`config.mk`:
```
export PLATFORM = sky130hd
export DESIGN_NAME = xtrig_matrix
export DESIGN_NICKNAME = d
export VERILOG_FILES = /design/src/rtl/xtrig_pkg.sv /design/src/rtl/xtrig_lock_fsm.sv /design/src/rtl/xtrig_regs.sv /design/src/rtl/xtrig_route.sv /design/src/rtl/xtrig_matrix.sv
export SDC_FILE = /design/constraint.sdc
export NUM_CORES = 1
export LEC_CHECK = 0
export ABC_CLOCK_PERIOD_IN_PS = 2050
export BUFFER_PORTS_ARGS = -buffer_cell sky130_fd_sc_hd__buf_2
export CAP_MARGIN = 20
export CELL_PAD_IN_SITES_DETAIL_PLACEMENT = 0
export CELL_PAD_IN_SITES_GLOBAL_PLACEMENT = 2
export CORE_MARGIN = 8
export CORE_UTILIZATION = 35
export CTS_BUF_LIST = sky130_fd_sc_hd__clkbuf_2
export DETAILED_ROUTE_END_ITERATION = 10
export PLACE_DENSITY_LB_ADDON = 0.05
export SLEW_MARGIN = 20
export SYNTH_ARGS = -nofsm -noshare
export SYNTH_HDL_FRONTEND = slang
export SYNTH_SLANG_ARGS = --single-unit
```
`constraint.sdc`:
```
create_clock -name clk -period 2.05 [get_ports clk]
set_input_delay 0.1025 -clock clk [delete_from_list [all_inputs] [get_ports clk]]
set_output_delay 0.1025 -clock clk [all_outputs]
set_load 0.05 [all_outputs]
```
`src/rtl/xtrig_pkg.sv`:
```
package xtrig_pkg;

    typedef enum logic [0:0] {
        LK_CLOSED = 1'b0,
        LK_OPEN   = 1'b1
    } lock_state_t;

    localparam logic [31:0] KEY_VALUE = 32'hC5AC_CE55;

    // word indices (byte offset / 4)
    localparam logic [9:0] W_CTRL    = 10'h000;
    localparam logic [9:0] W_ACK     = 10'h004;
    localparam logic [9:0] W_SWSET   = 10'h005;
    localparam logic [9:0] W_SWCLR   = 10'h006;
    localparam logic [9:0] W_PULSE   = 10'h007;
    localparam logic [9:0] W_INMASK  = 10'h008;
    localparam logic [9:0] W_OUTMASK = 10'h028;
    localparam logic [9:0] W_ST_TIN  = 10'h04C;
    localparam logic [9:0] W_ST_TOUT = 10'h04D;
    localparam logic [9:0] W_ST_CHI  = 10'h04E;
    localparam logic [9:0] W_ST_CHO  = 10'h04F;
    localparam logic [9:0] W_KEY     = 10'h3EC;
    localparam logic [9:0] W_LKSTAT  = 10'h3ED;

endpackage

```
`src/rtl/xtrig_lock_fsm.sv`:
```
module xtrig_lock_fsm
    import xtrig_pkg::*;
(
    input  logic        clk,
    input  logic        rst_n,
    input  logic        wr_en,
    input  logic [11:0] addr,
    input  logic [31:0] wdata,
    output logic        locked
);
    lock_state_t state_q, state_d;
    logic key_wr;

    assign key_wr = wr_en && (addr[11:2] == W_KEY);

    always_ff @(posedge clk) begin
        if (!rst_n) state_q <= LK_CLOSED;
        else        state_q <= state_d;
    end

    always_comb begin
        state_d = state_q;
        unique case (state_q)
            LK_CLOSED: if (key_wr && wdata == KEY_VALUE) state_d = LK_OPEN;   // unlock
            LK_OPEN:   if (key_wr && wdata != KEY_VALUE) state_d = LK_CLOSED; // relock
            default:   state_d = LK_CLOSED;
        endcase
    end

    always_comb locked = (state_q == LK_CLOSED);

    logic unused_addr;
    assign unused_addr = ^addr[1:0];

    p_key_opens_r2: assert property (@(posedge clk) disable iff (!rst_n)
        (key_wr && wdata == KEY_VALUE) |=> !locked);
    p_badkey_closes_r2: assert property (@(posedge clk) disable iff (!rst_n)
        (key_wr && wdata != KEY_VALUE) |=> locked);
endmodule

```
`src/rtl/xtrig_regs.sv`:
```
module xtrig_regs
    import xtrig_pkg::*;
#(
    parameter int N_TIN  = 8,
    parameter int N_TOUT = 8,
    parameter int N_CH   = 4
) (
    input  logic                     clk,
    input  logic                     rst_n,
    input  logic                     locked,
    input  logic                     wr_en,
    input  logic                     rd_en,
    input  logic [11:0]              addr,
    input  logic [31:0]              wdata,
    input  logic [N_TIN-1:0]         st_tin,
    input  logic [N_TOUT-1:0]        st_tout,
    input  logic [N_CH-1:0]          st_chi,
    input  logic [N_CH-1:0]          st_cho,
    output logic                     en,
    output logic [N_TIN*N_CH-1:0]    in_mask,
    output logic [N_TOUT*N_CH-1:0]   out_mask,
    output logic [N_CH-1:0]          sw_hold,
    output logic [N_CH-1:0]          sw_pulse,
    output logic [N_TOUT-1:0]        ack,
    output logic [31:0]              rdata,
    output logic                     rvalid
);
    logic [9:0]      widx;
    logic            wr_ok;
    logic            en_q;
    logic [N_CH-1:0] inm_q  [N_TIN];
    logic [N_CH-1:0] outm_q [N_TOUT];
    logic [N_CH-1:0] hold_q, pulse_q;
    logic [31:0]     rd_d, rdata_q;
    logic            rvalid_q;

    assign widx  = addr[11:2];
    assign wr_ok = wr_en && !locked;

    always_ff @(posedge clk) begin
        if (!rst_n) begin
            en_q    <= 1'b0;
            hold_q  <= '0;
            pulse_q <= '0;
            for (int n = 0; n < N_TIN; n++)  inm_q[n]  <= '0;
            for (int n = 0; n < N_TOUT; n++) outm_q[n] <= '0;
        end else begin
            pulse_q <= (wr_ok && widx == W_PULSE) ? wdata[N_CH-1:0] : '0;
            if (wr_ok) begin
                if (widx == W_CTRL)  en_q   <= wdata[0];
                if (widx == W_SWSET) hold_q <= hold_q | wdata[N_CH-1:0];
                if (widx == W_SWCLR) hold_q <= hold_q & ~wdata[N_CH-1:0];
                for (int n = 0; n < N_TIN; n++)
                    if (widx == W_INMASK + 10'(n)) inm_q[n] <= wdata[N_CH-1:0];
                for (int n = 0; n < N_TOUT; n++)
                    if (widx == W_OUTMASK + 10'(n)) outm_q[n] <= wdata[N_CH-1:0];
            end
        end
    end

    assign ack = (wr_ok && widx == W_ACK) ? wdata[N_TOUT-1:0] : '0;

    always_comb begin
        rd_d = '0;
        unique case (widx)
            W_CTRL:    rd_d = {31'd0, en_q};
            W_SWSET:   rd_d = 32'(hold_q);
            W_ST_TIN:  rd_d = 32'(st_tin);
            W_ST_TOUT: rd_d = 32'(st_tout);
            W_ST_CHI:  rd_d = 32'(st_chi);
            W_ST_CHO:  rd_d = 32'(st_cho);
            W_LKSTAT:  rd_d = {31'd0, locked};
            default:   rd_d = '0;
        endcase
        for (int n = 0; n < N_TIN; n++)
            if (widx == W_INMASK + 10'(n)) rd_d = 32'(inm_q[n]);
        for (int n = 0; n < N_TOUT; n++)
            if (widx == W_OUTMASK + 10'(n)) rd_d = 32'(outm_q[n]);
    end

    always_ff @(posedge clk) begin
        if (!rst_n) begin
            rdata_q  <= '0;
            rvalid_q <= 1'b0;
        end else begin
            rvalid_q <= rd_en;
            if (rd_en) rdata_q <= rd_d;
        end
    end

    generate
        for (genvar n = 0; n < N_TIN; n++) begin : g_inm
            assign in_mask[n*N_CH +: N_CH] = inm_q[n];
        end
        for (genvar n = 0; n < N_TOUT; n++) begin : g_outm
            assign out_mask[n*N_CH +: N_CH] = outm_q[n];
        end
    endgenerate

    assign en       = en_q;
    assign sw_hold  = hold_q;
    assign sw_pulse = pulse_q;
    assign rdata    = rdata_q;
    assign rvalid   = rvalid_q;

    logic unused_bits;
    assign unused_bits = ^{addr[1:0], wdata};

    p_closed_keeps_cfg_r3: assert property (@(posedge clk) disable iff (!rst_n)
        locked |=> ($stable(en_q) && $stable(in_mask) && $stable(out_mask) && $stable(hold_q)));
    p_pulse_one_cycle_r10: assert property (@(posedge clk) disable iff (!rst_n)
        ((pulse_q != '0) && !(wr_ok && widx == W_PULSE)) |=> (pulse_q == '0));
endmodule

```
`src/rtl/xtrig_route.sv`:
```
module xtrig_route #(
    parameter int N_TIN  = 8,
    parameter int N_TOUT = 8,
    parameter int N_CH   = 4
) (
    input  logic                   clk,
    input  logic                   rst_n,
    input  logic                   en,
    input  logic [N_TIN-1:0]       trig_in,
    input  logic [N_TIN*N_CH-1:0]  in_mask,
    input  logic [N_TOUT*N_CH-1:0] out_mask,
    input  logic [N_CH-1:0]        sw_hold,
    input  logic [N_CH-1:0]        sw_pulse,
    input  logic [N_TOUT-1:0]      ack,
    output logic [N_CH-1:0]        ch_from_in,
    output logic [N_CH-1:0]        ch_active,
    output logic [N_TOUT-1:0]      trig_out
);
    logic [N_TOUT-1:0] hit, trig_q;

    generate
        for (genvar c = 0; c < N_CH; c++) begin : g_ch
            logic [N_TIN-1:0] col;
            for (genvar n = 0; n < N_TIN; n++) begin : g_col
                assign col[n] = in_mask[n*N_CH + c];
            end
            assign ch_from_in[c] = |(col & trig_in);
        end
        for (genvar n = 0; n < N_TOUT; n++) begin : g_out
            assign hit[n] = en && |(ch_active & out_mask[n*N_CH +: N_CH]);
        end
    endgenerate

    assign ch_active = ch_from_in | sw_hold | sw_pulse;

    always_ff @(posedge clk) begin
        if (!rst_n) trig_q <= '0;
        else        trig_q <= hit | (trig_q & ~ack);
    end

    assign trig_out = trig_q;

    p_no_rise_when_off_r4: assert property (@(posedge clk) disable iff (!rst_n)
        !en |=> ((trig_q & ~$past(trig_q)) == '0));
    p_fall_needs_ack_r7: assert property (@(posedge clk) disable iff (!rst_n)
        1'b1 |=> (($past(trig_q) & ~trig_q & ~$past(ack)) == '0));
    p_ack_loses_r8: assert property (@(posedge clk) disable iff (!rst_n)
        (hit != '0) |=> ((trig_q & $past(hit)) == $past(hit)));
endmodule

```
`src/rtl/xtrig_matrix.sv`:
```
module xtrig_matrix #(
    parameter int N_TIN  = 8,
    parameter int N_TOUT = 8,
    parameter int N_CH   = 4
) (
    input  logic              clk,
    input  logic              rst_n,
    input  logic              bus_wr,
    input  logic              bus_rd,
    input  logic [11:0]       bus_addr,
    input  logic [31:0]       bus_wdata,
    output logic [31:0]       bus_rdata,
    output logic              bus_rvalid,
    input  logic [N_TIN-1:0]  trig_in,
    output logic [N_TOUT-1:0] trig_out
);
    logic                   locked, en;
    logic [N_TIN*N_CH-1:0]  in_mask;
    logic [N_TOUT*N_CH-1:0] out_mask;
    logic [N_CH-1:0]        sw_hold, sw_pulse, ch_from_in, ch_active;
    logic [N_TOUT-1:0]      ack;

    xtrig_lock_fsm u_lock (
        .clk(clk), .rst_n(rst_n), .wr_en(bus_wr), .addr(bus_addr),
        .wdata(bus_wdata), .locked(locked)
    );

    xtrig_regs #(.N_TIN(N_TIN), .N_TOUT(N_TOUT), .N_CH(N_CH)) u_regs (
        .clk(clk), .rst_n(rst_n), .locked(locked), .wr_en(bus_wr), .rd_en(bus_rd),
        .addr(bus_addr), .wdata(bus_wdata), .st_tin(trig_in), .st_tout(trig_out),
        .st_chi(ch_from_in), .st_cho(ch_active), .en(en), .in_mask(in_mask),
        .out_mask(out_mask), .sw_hold(sw_hold), .sw_pulse(sw_pulse), .ack(ack),
        .rdata(bus_rdata), .rvalid(bus_rvalid)
    );

    xtrig_route #(.N_TIN(N_TIN), .N_TOUT(N_TOUT), .N_CH(N_CH)) u_route (
        .clk(clk), .rst_n(rst_n), .en(en), .trig_in(trig_in), .in_mask(in_mask),
        .out_mask(out_mask), .sw_hold(sw_hold), .sw_pulse(sw_pulse), .ack(ack),
        .ch_from_in(ch_from_in), .ch_active(ch_active), .trig_out(trig_out)
    );
endmodule

```
==> results of run 1 <==
==> timing repair <==
action | in CTS | in global routing
setup buffers | 0 | 3
gates cloned | 0 | 0
hold endpoints to repair | 24 | 0
resized for setup | 3 | 10
pin swaps | 0 | 10
hold buffers | 25 | 0
endpoints found under the setup margin | 9 | 10
==> flip-flops by register name (all words and copies together) (netlist names), named ones only <==
name / count
u_regs.en: 1
u_regs.inm_q: 32
u_regs.outm_q: 32
u_regs.rdata: 8
u_regs.rvalid: 1
u_regs.sw_pulse: 4
u_route.trig_out: 8
==> stage by stage <==
| stage | instances | instance area (µm²) | setup TNS [ns] |
|---|---|---|---|
| after global placement | 864 | 6200 | -0.194 |
| final | 908 | 6690 | 0 |
| after global routing | 908 | 6690 | -0.416 |
| after CTS | 905 | 6620 | 0 |
| after detailed placement | 864 | 6200 | -0.197 |
| after floorplan | 593 | 5400 | 0 |
==> cells by family (layout without fill, tap and decap cells) <==
kind of cell / count (synthesis) / count (layout) / share of synthesized area, %
compound gates: 145 / 145 / 19.5
other cells: 1 / 24 / 0.0706
buf+inv: 68 / 195 / 7.18
simple gates: 250 / 250 / 23.7
mux: 15 / 15 / 3.25
flops: 91 / 91 / 46.4
==> worst max-delay path, stage by stage, from the launching register on <==
cell      delay, ns
edfxtp_1       0.46
a22oi_1        0.19
nand4_1        0.20
or3_4          0.44
a222oi_1       0.34
nand2_1        0.12
a32o_1         0.21
==> path summary, 6_finish.rpt <==
kind | from | end | slack [ns] | cells after the start
worst min-delay path | bus_wdata[15] | flip-flop | 0.03 | 5
worst max-delay path | u_regs.inm_q[0][13]$_SDFFCE_PN0P_ | u_route.trig_out[2]$_SDFF_PN0_ | 0.03 | 6
worst max register to register | u_regs.inm_q[0][13]$_SDFFCE_PN0P_ | u_route.trig_out[2]$_SDFF_PN0_ | 0.03 | 6
worst min register to register | u_regs.rdata[5]$_SDFFE_PN0P_ | u_regs.rdata[5]$_SDFFE_PN0P_ | 0.49 | 2
==> cell type report <==
cell class              count  area [µm²]
clock buffers              10        50.0
clock inverters             6        97.6
fillers                  1475        8340
inverters                  12        45.0
multi-input cells         434        2630
flip-flops and latches     91        2460
well taps                 188         235
repair buffers            167        1180
==> power breakdown <==
group          internal, µW  switching (µW)
clock network           427             681
registers              2050            78.7
logic                   253             443
==> Yosys cell counts (10+ instances only) <==
master | instances | share of area, %
dfxtp_1 | 27 | 10
edfxtp_1 | 64 | 36
nand2_1 | 70 | 4.9
o21ai_0 | 30 | 2.8
buf_4 | 25 | 3.5
nand4_1 | 11 | 1.3
nor2_1 | 69 | 4.9
and2_1 | 10 | 1.2
buf_2 | 14 | 1.3
a22oi_1 | 16 | 2.3
nor3_1 | 11 | 1.0
clkbuf_1 | 14 | 0.99
inv_1 | 11 | 0.78
nand3_1 | 26 | 2.4
a21oi_1 | 23 | 2.2
==> per-layer routing <==
layer | vias up | global-route usage [%] | part of all wire (%)
li1 | 2390 | - | -
met1 | 2536 | 30.6 | 43
met2 | 312 | 36.4 | 46
met3 | 23 | 5.37 | 9.7
met4 | 0 | 5.43 | 1.5
met5 | - | 0 | 0
==> run metrics, run 1 <==
All-Layer GR Usage between 20% and 30%; Iter 0 DRT Violations 527; crit path time final 2.02 ns; row count 45; final hold viol count 0; Finished Core Util 44.5%; WS Path Type reg2reg; DR pass1 iterations 7; number of global-route vias before repair 5221; most frequent cells in the layout 70 x buf_2, 69 x nand2_1, 69 x nor2_1, 69 x buf_4, 64 x edfxtp_1; first-pass GRT wire length 33200 µm; largest net degree at the start of global routing 26; Clock Tree Buf Depth 2; CP Max Fanout 8; worst hold path class in2reg; Routed Antenna Nets 0; Yosys warnings 0; DIE AREA 19400 µm²; Critical Path AT 2.56 ns; Max Clock Freq 496 MHz; final worst path period share 98.4%; Worst Setup End Kind flip-flop; headroom to the max-slew limit about 65%; Starting Density between 30% and 40%; Static Leak 0.00256 µW; Pwr Density between 500 and 600 nW/µm²; Final Skew about 0.026 ns; Slew Viols, Final 0; Clock Latency Late Sink about 0.60 ns; Syn Std Cell Area 5310 µm²; CTS tree built; share of cells above drive strength 1 roughly a quarter; DR vias 5261; die width 139 µm; H-tree depth 3; Final Total Pwr 3930 µW; Max Cap Viol 0; RD Place Congestion 0.900; Fin Hold WS between 0.02 and 0.03 ns; CTS Sinks 91; WL/cell 24.4 µm; count of final setup violators 0; Post-synth EDFFs 64; top_reg_cell synth edfxtp_1; post-synthesis sequential area ratio between 40% and 50%; maximum VDD drop 0.000364 V; # nets final between 700 and 800; Reg clk slew, reported paths roughly 0.27 ns; Worst Setup Slack, final approximately 0.032 ns; CP Launch Type flip-flop; unrepaired setup endpoints after global routing true; # DRC 0; Least-Margin Pin Slew 0.517 ns; GRT Residual Overflow 0; Synth async-reset ratio 0%; Post-DP HPWL ~17000 µm; io pins 97; n_diodes 0; count of different cell masters after synthesis 72; die height 139 µm; Req. time, crit path 2.59 ns; average size of a mapped cell between 9 and 10 µm²; commonest non-fill, non-tap cell in the layout buf_2; status finished, final reports clean; post-synthesis cell count between 500 and 600; synthesized flop and latch total 91; TritonCTS Buffers 9; port buffer count 70; Core Area 15000 µm²; final wirelength 22100 µm; Root Driver clkbuf_2; post-detailed-route via-to-cell ratio 5.79; DP Worst Slack -0.116 ns; initial antenna violation count 0; Synth-to-Final Area Change 26.0%
No activity file was read; power rests on OpenSTA's default activity.
==> inputs of run 2 (changes only) <==
==> constraint.sdc (replaced) <==
create_clock -name clk -period 2.05 [get_ports clk]
set_input_delay 0.5125 -clock clk [delete_from_list [all_inputs] [get_ports clk]]
set_output_delay 0.5125 -clock clk [all_outputs]
set_load 0.05 [all_outputs]
==> run 2 against run 1 <==
The flow now finishes with violations (setup timing); cell count is 6.2% higher; die area stayed put; count of clock-buffer cells in the layout is 1 lower; critical path depth is 1 higher; flip-flop and latch count stayed put; largest cell class unchanged; sequential share of layout area is 1.5 points lower; setup slack worse by 0.33 ns; design area is 4.2% higher.
==> run metrics, run 2 (synthesis gave the netlist of run 1 again) <==
Final Skew 0.0443 ns (+0.0181 ns); count of final setup violators 9 (+9); CP Max Fanout 4 (-4); Placement Cell Area 6760 µm² (+9.0%); largest net degree at the start of global routing 19 (-27%); initial antenna violation count 0 (unchanged); first-pass GRT wire length 33500 µm (+0.96%); H-tree depth 3 (unchanged); Max Clock Freq 426 MHz (-14%); crit path time final 2.35 ns (+0.331 ns); CP max-delay cell a222oi_1; Hold EP u_regs.sw_pulse[1]$_SDFF_PN0_; worst reg2reg path endpoint u_route.trig_out[6]$_SDFF_PN0_; CP Launch Type flip-flop; most frequent cells in the layout 151 x buf_4, 70 x buf_2, 69 x nor2_1; HP Start bus_wdata[1]; Worst Setup End Kind flip-flop; DR vias 5390 (+2.5%); Worst Setup Slack, final -0.299 ns (-0.331 ns); # DRC 0 (unchanged); Clock Tree Buf Depth 2 (unchanged); DP Worst Slack -0.619 ns (-0.503 ns); Req. time, crit path 2.62 ns (+0.03 ns); flop-to-flop setup slack -0.30 ns (-0.33 ns); Max Cap Viol 0 (unchanged); die height 139 µm (unchanged); Static Leak 0.00279 µW (+9.0%); commonest non-fill, non-tap cell in the layout buf_4; Root Driver clkbuf_2; RR Startpoint u_regs.inm_q[0][1]$_SDFFCE_PN0P_; Starting Density 35.3% (unchanged); WL/cell 23.0 µm (-5.5%); DIE AREA 19400 µm² (unchanged); Pwr Density 544 nW/µm² (-7.4%); All-Layer GR Usage 23.1% (+0.28 points); final wirelength 22200 µm (+0.34%); row count 45 (unchanged); Core Area 15000 µm² (unchanged); Least-Margin Pin Slew 0.547 ns (+0.0300 ns); TritonCTS Buffers 9 (unchanged); Critical Path AT 2.92 ns (+0.36 ns); leading registers by flop count u_regs.inm_q: 32 flops, u_regs.outm_q: 32 flops; WS Path Type reg2reg; setup TNS -1.72 ns (-1.72 ns); worst hold path class in2reg; Design Area, Final 6980 µm² (+4.2%); CP max stage delay 0.54 ns (+0.08 ns); post-route insts no fill 964 (+6.2%); status finished, violations left; # nets final 827 (+7.3%); Finished Core Util 46.4% (+1.9 points); CP cell instances a22oi_1 > nand4_1 > or3_4 > a222oi_1 > buf_4 > nand2_2 > a32o_1; Clock Latency Late Sink 0.63 ns (+0.03 ns); final worst path period share 115% (+16 points); number of global-route vias before repair 5334 (+2.2%); die width 139 µm (unchanged); Routed Antenna Nets 0 (unchanged); fillers 1469 (-0.41%); RD Place Congestion 0.952 (+5.8%); hold_buf cts 0 (-100%); Iter 0 DRT Violations 543 (+3.0%); Post-DP HPWL 17900 µm (+2.5%); DR pass1 iterations 7 (unchanged); Slew Viols, Final 0 (unchanged); io pins 97 (unchanged); placed cells 942 (+9.0%); GRT Residual Overflow 0 (unchanged); Reg clk slew, reported paths 0.29 ns (+0.02 ns); share of cells above drive strength 1 34.7% (+8.3 points); failing checks setup timing; CTS Sinks 91 (unchanged); n_diodes 0 (unchanged); Min-Delay Path Depth 2 (-3); post-detailed-route via-to-cell ratio 5.59 (-3.5%); unrepaired setup endpoints after global routing true; CTS tree built; headroom to the max-slew limit 63.6% (-1.7 points); maximum VDD drop 0.000337 V (-7.5%); port buffer count 70 (unchanged); final hold viol count 0 (unchanged); FF-to-FF path depth 7 (+1); Synth-to-Final Area Change 31.4%
run 2: cell count changes in the layout (fill, tap and decap cells not counted), moves of 3 or more:
cell,previous run,this run
buf_4,69,151
dlygate4sd3_1,25,0
a22oi_1,11,14
a22oi_2,5,2
inv_8,1,4
run 2: worst max-delay path, delay by kind of cell (launching register included):
kind            cells  cell delay (ns)
compound gates      3             0.93
buf+inv             1             0.21
flops               1             0.51
simple gates        3             0.67
run 2: worst max path at each step:
stage | start | end | slack [ns] | cells after the start
2_1_floorplan | bus_addr[8] | u_regs.inm_q[1][10]$_DFFE_PP_ | 0.005 | 5
3_3_place_gp | trig_in[1] | u_route.trig_out[6]$_SDFF_PN0_ | -0.58 | 8
3_5_place_dp | trig_in[1] | u_route.trig_out[6]$_SDFF_PN0_ | -0.62 | 8
4_1_cts | u_regs.inm_q[0][13]$_SDFFCE_PN0P_ | u_route.trig_out[4]$_SDFF_PN0_ | -0.32 | 7
5_1_grt | u_regs.inm_q[0][13]$_SDFFCE_PN0P_ | u_route.trig_out[3]$_SDFF_PN0_ | -0.36 | 7
6_report | u_regs.inm_q[0][1]$_SDFFCE_PN0P_ | u_route.trig_out[6]$_SDFF_PN0_ | -0.30 | 7
run 2: timing repair:
action                                  CTS  global route
pin swaps                                12            20
buffers inserted                          5             3
endpoints found under the setup margin   10            10
gates resized for setup                  11             1
gates cloned                              0             0
run 2: power by group:
group | total [µW] | switching, µW | leakage, µW | internal, µW
clock network | 929 | 731 | 0.0000714 | 199
registers | 2120 | 72.8 | 0.000828 | 2050
logic | 746 | 453 | 0.00189 | 293
run 2: layout make-up:
class	count	area, µm²	area share, %
Clock buffer	9	45.0	0.646
Clock inverter	7	66.3	0.950
Inverter	12	45.0	0.646
Multi-Input combinational cell	434	2610	37.4
Sequential cell	91	2460	35.3
Tap cell	188	235	3.37
Timing Repair Buffer	223	1520	21.7
run 2: per-stage QoR:
step	power (µW)	hold slack, ns
2_1_floorplan	2510	0.472
3_3_place_gp	2870	0.454
3_5_place_dp	2870	0.459
4_1_cts	3790	0.147
5_1_grt	3930	0.124
6_report	3790	0.173
run 2: layer usage:
| layer | wire length, µm | up-vias | part of all wire (%) | track usage [%] |
|---|---|---|---|---|
| met3 | 1960 | 31 | 8.8 | 5.99 |
| met5 | 0 | - | 0 | 0 |
| met1 | 9660 | 2599 | 44 | 30.3 |
| met2 | 10100 | 261 | 45 | 36.8 |
| li1 | - | 2499 | - | - |
| met4 | 507 | 0 | 2.3 | 6.59 |
